### src/rtl/fdt_pkg.sv
package fdt_pkg;

    typedef enum logic [0:0] {
        ST_RUN    = 1'b0,
        ST_STARVE = 1'b1
    } fdt_state_e;

    // inputs consumed by the output at residue r of a Q-in / P-out decimator
    function automatic int fdt_need(input int r, input int p, input int q);
        return ((r + q + p - 1) / p) - ((r > 0) ? 1 : 0);
    endfunction

endpackage

### src/rtl/fdt_phase_seq.sv
module fdt_phase_seq #(
    parameter int RATE_P = 3,
    parameter int RATE_Q = 5,
    parameter int PH_W   = 2,
    parameter int NEED_W = 2
) (
    input  logic              clk,
    input  logic              rst_n,
    input  logic              adv,
    output logic [PH_W-1:0]   phase,
    output logic [NEED_W-1:0] need
);
    import fdt_pkg::*;

    localparam int STEP = RATE_Q % RATE_P;

    logic [NEED_W-1:0] need_lut [RATE_P];

    for (genvar g = 0; g < RATE_P; g++) begin : g_lut
        assign need_lut[g] = NEED_W'(fdt_need(g, RATE_P, RATE_Q));
    end

    logic [PH_W:0]   sum;
    logic [PH_W-1:0] phase_n;

    always_comb begin
        sum = {1'b0, phase} + (PH_W+1)'(STEP);
        if (int'(sum) >= RATE_P) begin
            sum = sum - (PH_W+1)'(RATE_P);
        end
        phase_n = sum[PH_W-1:0];
    end

    always_ff @(posedge clk) begin
        if (!rst_n) begin
            phase <= '0;
        end else if (adv) begin
            phase <= phase_n;
        end
    end

    assign need = need_lut[phase];

endmodule

### src/rtl/fdt_fill_ctr.sv
module fdt_fill_ctr #(
    parameter int BUF_DEPTH = 4,
    parameter int OCC_W     = 3,
    parameter int NEED_W    = 2
) (
    input  logic              clk,
    input  logic              rst_n,
    input  logic              in_valid,
    input  logic              take_en,
    input  logic [NEED_W-1:0] take_n,
    output logic [OCC_W-1:0]  occ,
    output logic              ready
);
    logic              acc;
    logic [OCC_W-1:0]  occ_n;

    assign ready = (occ != OCC_W'(BUF_DEPTH));
    assign acc   = in_valid && ready;

    always_comb begin
        occ_n = occ;
        if (acc) begin
            occ_n = occ_n + OCC_W'(1);
        end
        if (take_en) begin
            occ_n = occ_n - OCC_W'(take_n);
        end
    end

    always_ff @(posedge clk) begin
        if (!rst_n) begin
            occ <= '0;
        end else begin
            occ <= occ_n;
        end
    end

endmodule

### src/rtl/fdt_period_tmr.sv
module fdt_period_tmr #(
    parameter int PER_W = 8
) (
    input  logic             clk,
    input  logic             rst_n,
    input  logic [PER_W-1:0] period,
    input  logic             restart,
    output logic             elapsed
);
    logic [PER_W-1:0] cnt;
    logic [PER_W-1:0] last;

    assign last    = (period == '0) ? '0 : period - PER_W'(1);
    assign elapsed = (cnt >= last);

    always_ff @(posedge clk) begin
        if (!rst_n) begin
            cnt <= '0;
        end else if (restart) begin
            cnt <= '0;
        end else if (!elapsed) begin
            cnt <= cnt + PER_W'(1);
        end
    end

endmodule

### src/rtl/fdt_dec_throttle.sv
module fdt_dec_throttle #(
    parameter int RATE_P    = 3,
    parameter int RATE_Q    = 5,
    parameter int BUF_DEPTH = 4,
    parameter int PER_W     = 8,
    parameter int PH_W      = (RATE_P > 1) ? $clog2(RATE_P) : 1,
    parameter int NEED_W    = $clog2(((RATE_Q + RATE_P - 1) / RATE_P) + 1)
) (
    input  logic              clk,
    input  logic              rst_n,
    input  logic [PER_W-1:0]  cfg_period,
    input  logic              s_tvalid,
    output logic              s_tready,
    output logic              out_valid,
    output logic [PH_W-1:0]   out_phase,
    output logic [NEED_W-1:0] out_take
);
    import fdt_pkg::*;

    localparam int OCC_W = $clog2(BUF_DEPTH + 1);

    fdt_state_e        state, state_n;
    logic              elapsed;
    logic              enough;
    logic              fire;
    logic [PH_W-1:0]   phase;
    logic [NEED_W-1:0] need;
    logic [OCC_W-1:0]  occ;

    fdt_phase_seq #(
        .RATE_P (RATE_P),
        .RATE_Q (RATE_Q),
        .PH_W   (PH_W),
        .NEED_W (NEED_W)
    ) u_phase (
        .clk   (clk),
        .rst_n (rst_n),
        .adv   (fire),
        .phase (phase),
        .need  (need)
    );

    fdt_fill_ctr #(
        .BUF_DEPTH (BUF_DEPTH),
        .OCC_W     (OCC_W),
        .NEED_W    (NEED_W)
    ) u_fill (
        .clk      (clk),
        .rst_n    (rst_n),
        .in_valid (s_tvalid),
        .take_en  (fire),
        .take_n   (need),
        .occ      (occ),
        .ready    (s_tready)
    );

    fdt_period_tmr #(
        .PER_W (PER_W)
    ) u_tmr (
        .clk     (clk),
        .rst_n   (rst_n),
        .period  (cfg_period),
        .restart (fire),
        .elapsed (elapsed)
    );

    assign enough = (int'(occ) >= int'(need));

    always_comb begin
        state_n = state;
        fire    = 1'b0;
        unique case (state)
            ST_RUN: begin
                if (elapsed && enough) begin
                    fire = 1'b1;          // T_ONTIME
                end else if (elapsed) begin
                    state_n = ST_STARVE;  // T_STARVE
                end
            end
            ST_STARVE: begin
                if (enough) begin
                    fire    = 1'b1;
                    state_n = ST_RUN;     // T_FEED
                end
            end
            default: state_n = ST_RUN;
        endcase
    end

    always_ff @(posedge clk) begin
        if (!rst_n) begin
            state <= ST_RUN;
        end else begin
            state <= state_n;
        end
    end

    always_ff @(posedge clk) begin
        if (!rst_n) begin
            out_valid <= 1'b0;
            out_phase <= '0;
            out_take  <= '0;
        end else begin
            out_valid <= fire;
            if (fire) begin
                out_phase <= phase;
                out_take  <= need;
            end
        end
    end

endmodule

### config.mk
export PLATFORM = sky130hd
export DESIGN_NAME = fdt_dec_throttle
export DESIGN_NICKNAME = d
export VERILOG_FILES = /design/src/rtl/fdt_pkg.sv /design/src/rtl/fdt_phase_seq.sv /design/src/rtl/fdt_fill_ctr.sv /design/src/rtl/fdt_period_tmr.sv /design/src/rtl/fdt_dec_throttle.sv
export SDC_FILE = /design/constraint.sdc
export NUM_CORES = 1
export LEC_CHECK = 0
export BUFFER_PORTS_ARGS = -buffer_cell sky130_fd_sc_hd__buf_2
export CAP_MARGIN = 30
export CELL_PAD_IN_SITES_DETAIL_PLACEMENT = 1
export CELL_PAD_IN_SITES_GLOBAL_PLACEMENT = 1
export CORE_MARGIN = 3
export CORE_UTILIZATION = 46
export CTS_CLUSTER_DIAMETER = 30
export CTS_CLUSTER_SIZE = 10
export DETAILED_ROUTE_END_ITERATION = 6
export GPL_ROUTABILITY_DRIVEN = 0
export PLACE_DENSITY = 0.86
export SYNTH_ARGS = -nofsm -noshare
export SYNTH_HDL_FRONTEND = slang
export SYNTH_SLANG_ARGS = --single-unit
export TNS_END_PERCENT = 30
### constraint.sdc
create_clock -name clk -period 6.8 [get_ports clk]
set_input_delay 0.68 -clock clk [delete_from_list [all_inputs] [get_ports clk]]
set_output_delay 0.68 -clock clk [all_outputs]
set_load 0.005 [all_outputs]
==> reports/qor.yml <==
async_flop_share: 0
worstSetupEndpointType: "flop"
grt_first_pass_wirelength_um: 6120
critical_path.slowest_cell: "sky130_fd_sc_hd__a2111oi_0"
hold-worst-slack_ns: 0.480
finalHoldViolCount: 0
die_width_um: 60.9
met2_wirelength_um: 1940
slew_violations: 0
synth-compound-area-share: 0.256
cts-buffers-inserted: 3
global_route.overflow_total: 0
core_um2: 2810
synthesis.instances: 169
synth_flop_cell: "sky130_fd_sc_hd__dfxtp_1"
maxClockFrequency_mhz: 253
final_core_utilization: 0.543
kind_of_critical_path: "in -> reg"
buffer_levels_on_the_longest_clock_path: 2
drtIter0Drc: 35
worst_ep_arrival_time_ns: 4.19
detail_route.first_pass.iterations: 6
timing.clock.skew_ns: 0.00127
yosys_warnings: 0
p_leak_nw: 0.678
post_cts.repair.setup_buffers: 0
route.final.wire_length_um: 3550
cp-startpoint: "cfg_period[3]"
synth_simple_gate_area_frac: 0.213
hp-class: "reg -> reg"
routed_via_density: 6.24
cts_tree: "yes"
num_antenna_cells: 0
initial_core_utilization: 0.495
worstReg2RegEnd: "u_tmr.cnt[4]"
insertion_delay_ns: 0.31
final_cell_mix: "sky130_fd_sc_hd__a21oi_1, sky130_fd_sc_hd__dfxtp_1, sky130_fd_sc_hd__ha_1"
yosys-mux-area-fraction: 0.00811
clk_pin_slew_worst_paths_ns: 0.11
synth_seq_area_share: 0.274
r2r_setup_slack_ns: 4.05
ios: 17
wl_per_cell_um: 16.4
htreeDepth: 1
most_common_cell_after_layout_fill_and_taps_aside: "sky130_fd_sc_hd__a21oi_1"
synthDominantCellAreaShare: 0.274
drc_errors: 0
synth_fa_ha_area_frac: 0.177
die_height_um: 60.9
cp_num_buf_inv: 1
power-per-cell-area_nw_per_um2: 149
path_common_cell: "sky130_fd_sc_hd__or3_1"
routed-via-count: 1355
final_nets: 217
layout_min_cycle_time_ns: 3.95
routed.top_layer: "met4"
required_ns: 7.04
capture_point_of_the_worst_path: "u_tmr.cnt[4]"
regToRegStartpoint: "u_phase.phase[0]"
timing.reg2reg.worst_path_depth: 8
worstSetupStartpointType: "primary input"
synthToLayoutAreaGrowth_pct: 9.64
clock_tree_root_buffer_cell: "sky130_fd_sc_hd__clkbuf_4"
timing_worst_slew_pin_value_ns: 0.982
post_synth.cell_area_avg_um2: 8.22
cp_max_fo: 8
parity_gate_share_of_the_synthesized_area_counting_xor_and_xnor_cells: 0.0315
finalCritPeriodShare: 0.580
yosys-top-cells-area: "sky130_fd_sc_hd__dfxtp_1, sky130_fd_sc_hd__ha_1, sky130_fd_sc_hd__a21oi_1, sky130_fd_sc_hd__or3_1, sky130_fd_sc_hd__o21ai_0"
met3RoutedLength_um: 97
numPortBuffers: 16
grt_usage: 0.218
ys_seq_elements: 19
hpwlAfterDp_um: 2860
die_area_um2: 3710
report.final.setup_viol: 0
pin_count_of_the_biggest_net_entering_global_routing: 17
grt_setup_unrepaired: "false"
antenna_found_initial: 0
timing.critical_path.slowest_cell_delay_ns: 0.66
timing.critical_path.max_delay_family: "compound AO/OA/AOI/OAI gates"
synth_top_area_cell: "sky130_fd_sc_hd__dfxtp_1"
critical_path_cell_sequence: "buf_2 > or3_1 > or3_1 > or3b_1 > and2_1 > ha_1 > nand2b_1 > a2111oi_0 > o211a_1 > o21ai_0 > a21oi_1"
grt_pass1_vias: 1395
cts-resized-gates: 0
synth.net_count: 199
detail_route.wirelength.met1_um: 1450
synth_edf_count: 0
slew_headroom: 0.345
max_cap_violations: 0
final_antenna_net_count: 0
outcome: "finished, final reports clean"
yosysUniqueCellTypes: 36
rows: 19
critical_path_depth: 11
vdd.ir_drop.worst_mv: 0.0911
tritoncts_num_sinks: 19
synth_top_family_by_area: "compound AO/OA/AOI/OAI gates"
finalSetupTns_ns: 0
cts_hold_buffers: 0
post_synthesis_cell_area_um2: 1390
post_route_cells_drive_above_1_share: 0.118
==> worst min-delay path by stage <==
stage	start	to	slack, ns	cells past startpoint
2_1_floorplan	u_tmr.cnt[7]	u_tmr.cnt[7]	0.46	2
3_3_place_gp	out_phase[0]	out_phase[0]	0.46	2
3_5_place_dp	out_take[0]	out_take[0]	0.47	2
4_1_cts	out_phase[1]	out_phase[1]	0.49	2
5_1_grt	out_phase[1]	out_phase[1]	0.53	2
6_report	out_phase[1]	out_phase[1]	0.48	2
==> tightest hold or removal path, stage by stage (launching register included) <==
cell and delay [ns]:
sky130_fd_sc_hd__dfxtp_1 0.32, sky130_fd_sc_hd__o21ai_0 0.06, sky130_fd_sc_hd__a21oi_1 0.06
==> power by group <==
group / total [mW] / internal (mW) / leakage (nW) / switching (mW)
Clock: 0.0598 / 0.0220 / 0.0177 / 0.0377
Combinational: 0.0499 / 0.0206 / 0.506 / 0.0294
Sequential: 0.118 / 0.114 / 0.154 / 0.00326
Total: 0.227 / 0.157 / 0.678 / 0.0704
==> state kept, by name, indices dropped and copies added, names as in the netlist <==
signal,flops
u_phase.phase,2
out_phase,2
out_take,2
u_tmr.cnt,8
state,1
u_fill.occ,3
out_valid,1
==> per-layer routing <==
layer,global-route usage,vias up
met3,0.0404,10
met5,0,-
met4,0.0774,0
met2,0.412,19
li1,-,661
met1,0.240,665
==> cell families (layout without fill, tap and decap cells) <==
family,Yosys count,count (layout)
AOI/OAI and AO/OA,55,55
and+or+nand+nor,55,55
adders and majority gates,19,19
DFF,19,19
buffers and inverters,15,32
xor gates and xnor gates,5,5
muxes,1,1
==> stage by stage <==
stage | total power, mW | cell area (um2) | setup slack [ns] | std cells
detailed placement | 0.170 | 1500 | 2.57 | 213
CTS | 0.229 | 1520 | 2.89 | 217
global route | 0.242 | 1520 | 2.45 | 217
global placement | 0.166 | 1500 | 2.81 | 213
floorplan | 0.154 | 1390 | 3.21 | 169
finish | 0.227 | 1520 | 2.85 | 217
==> synth_stat cells (2+ instances only) <==
cell type and number:
sky130_fd_sc_hd__or4_1 2, sky130_fd_sc_hd__nand2_1 9, sky130_fd_sc_hd__o211ai_1 5, sky130_fd_sc_hd__nor2_1 7, sky130_fd_sc_hd__a21o_1 4, sky130_fd_sc_hd__nor3_1 7
sky130_fd_sc_hd__o31ai_1 2, sky130_fd_sc_hd__and3_1 2, sky130_fd_sc_hd__a311oi_1 2, sky130_fd_sc_hd__a21oi_1 20, sky130_fd_sc_hd__inv_1 12, sky130_fd_sc_hd__or3_1 9
sky130_fd_sc_hd__and2_1 3, sky130_fd_sc_hd__xor2_1 3, sky130_fd_sc_hd__nand2b_1 4, sky130_fd_sc_hd__o21ai_0 11, sky130_fd_sc_hd__nand4_1 4, sky130_fd_sc_hd__ha_1 18
sky130_fd_sc_hd__xnor2_1 2, sky130_fd_sc_hd__o211a_1 2, sky130_fd_sc_hd__clkbuf_1 2, sky130_fd_sc_hd__o311a_1 2, sky130_fd_sc_hd__nand3_1 6, sky130_fd_sc_hd__dfxtp_1 19
==> final cells by class <==
| type | count | area [um2] |
|---|---|---|
| multi-input combinational | 135 | 951 |
| inverter | 12 | 45.0 |
| clock buffer | 3 | 22.5 |
| timing repair buffer | 16 | 80.1 |
| sequential | 19 | 380 |
| clock inverter | 1 | 5.00 |
| fill | 367 | 1280 |
| tap | 31 | 38.8 |
No activity file was read; power rests on OpenSTA's default activity.
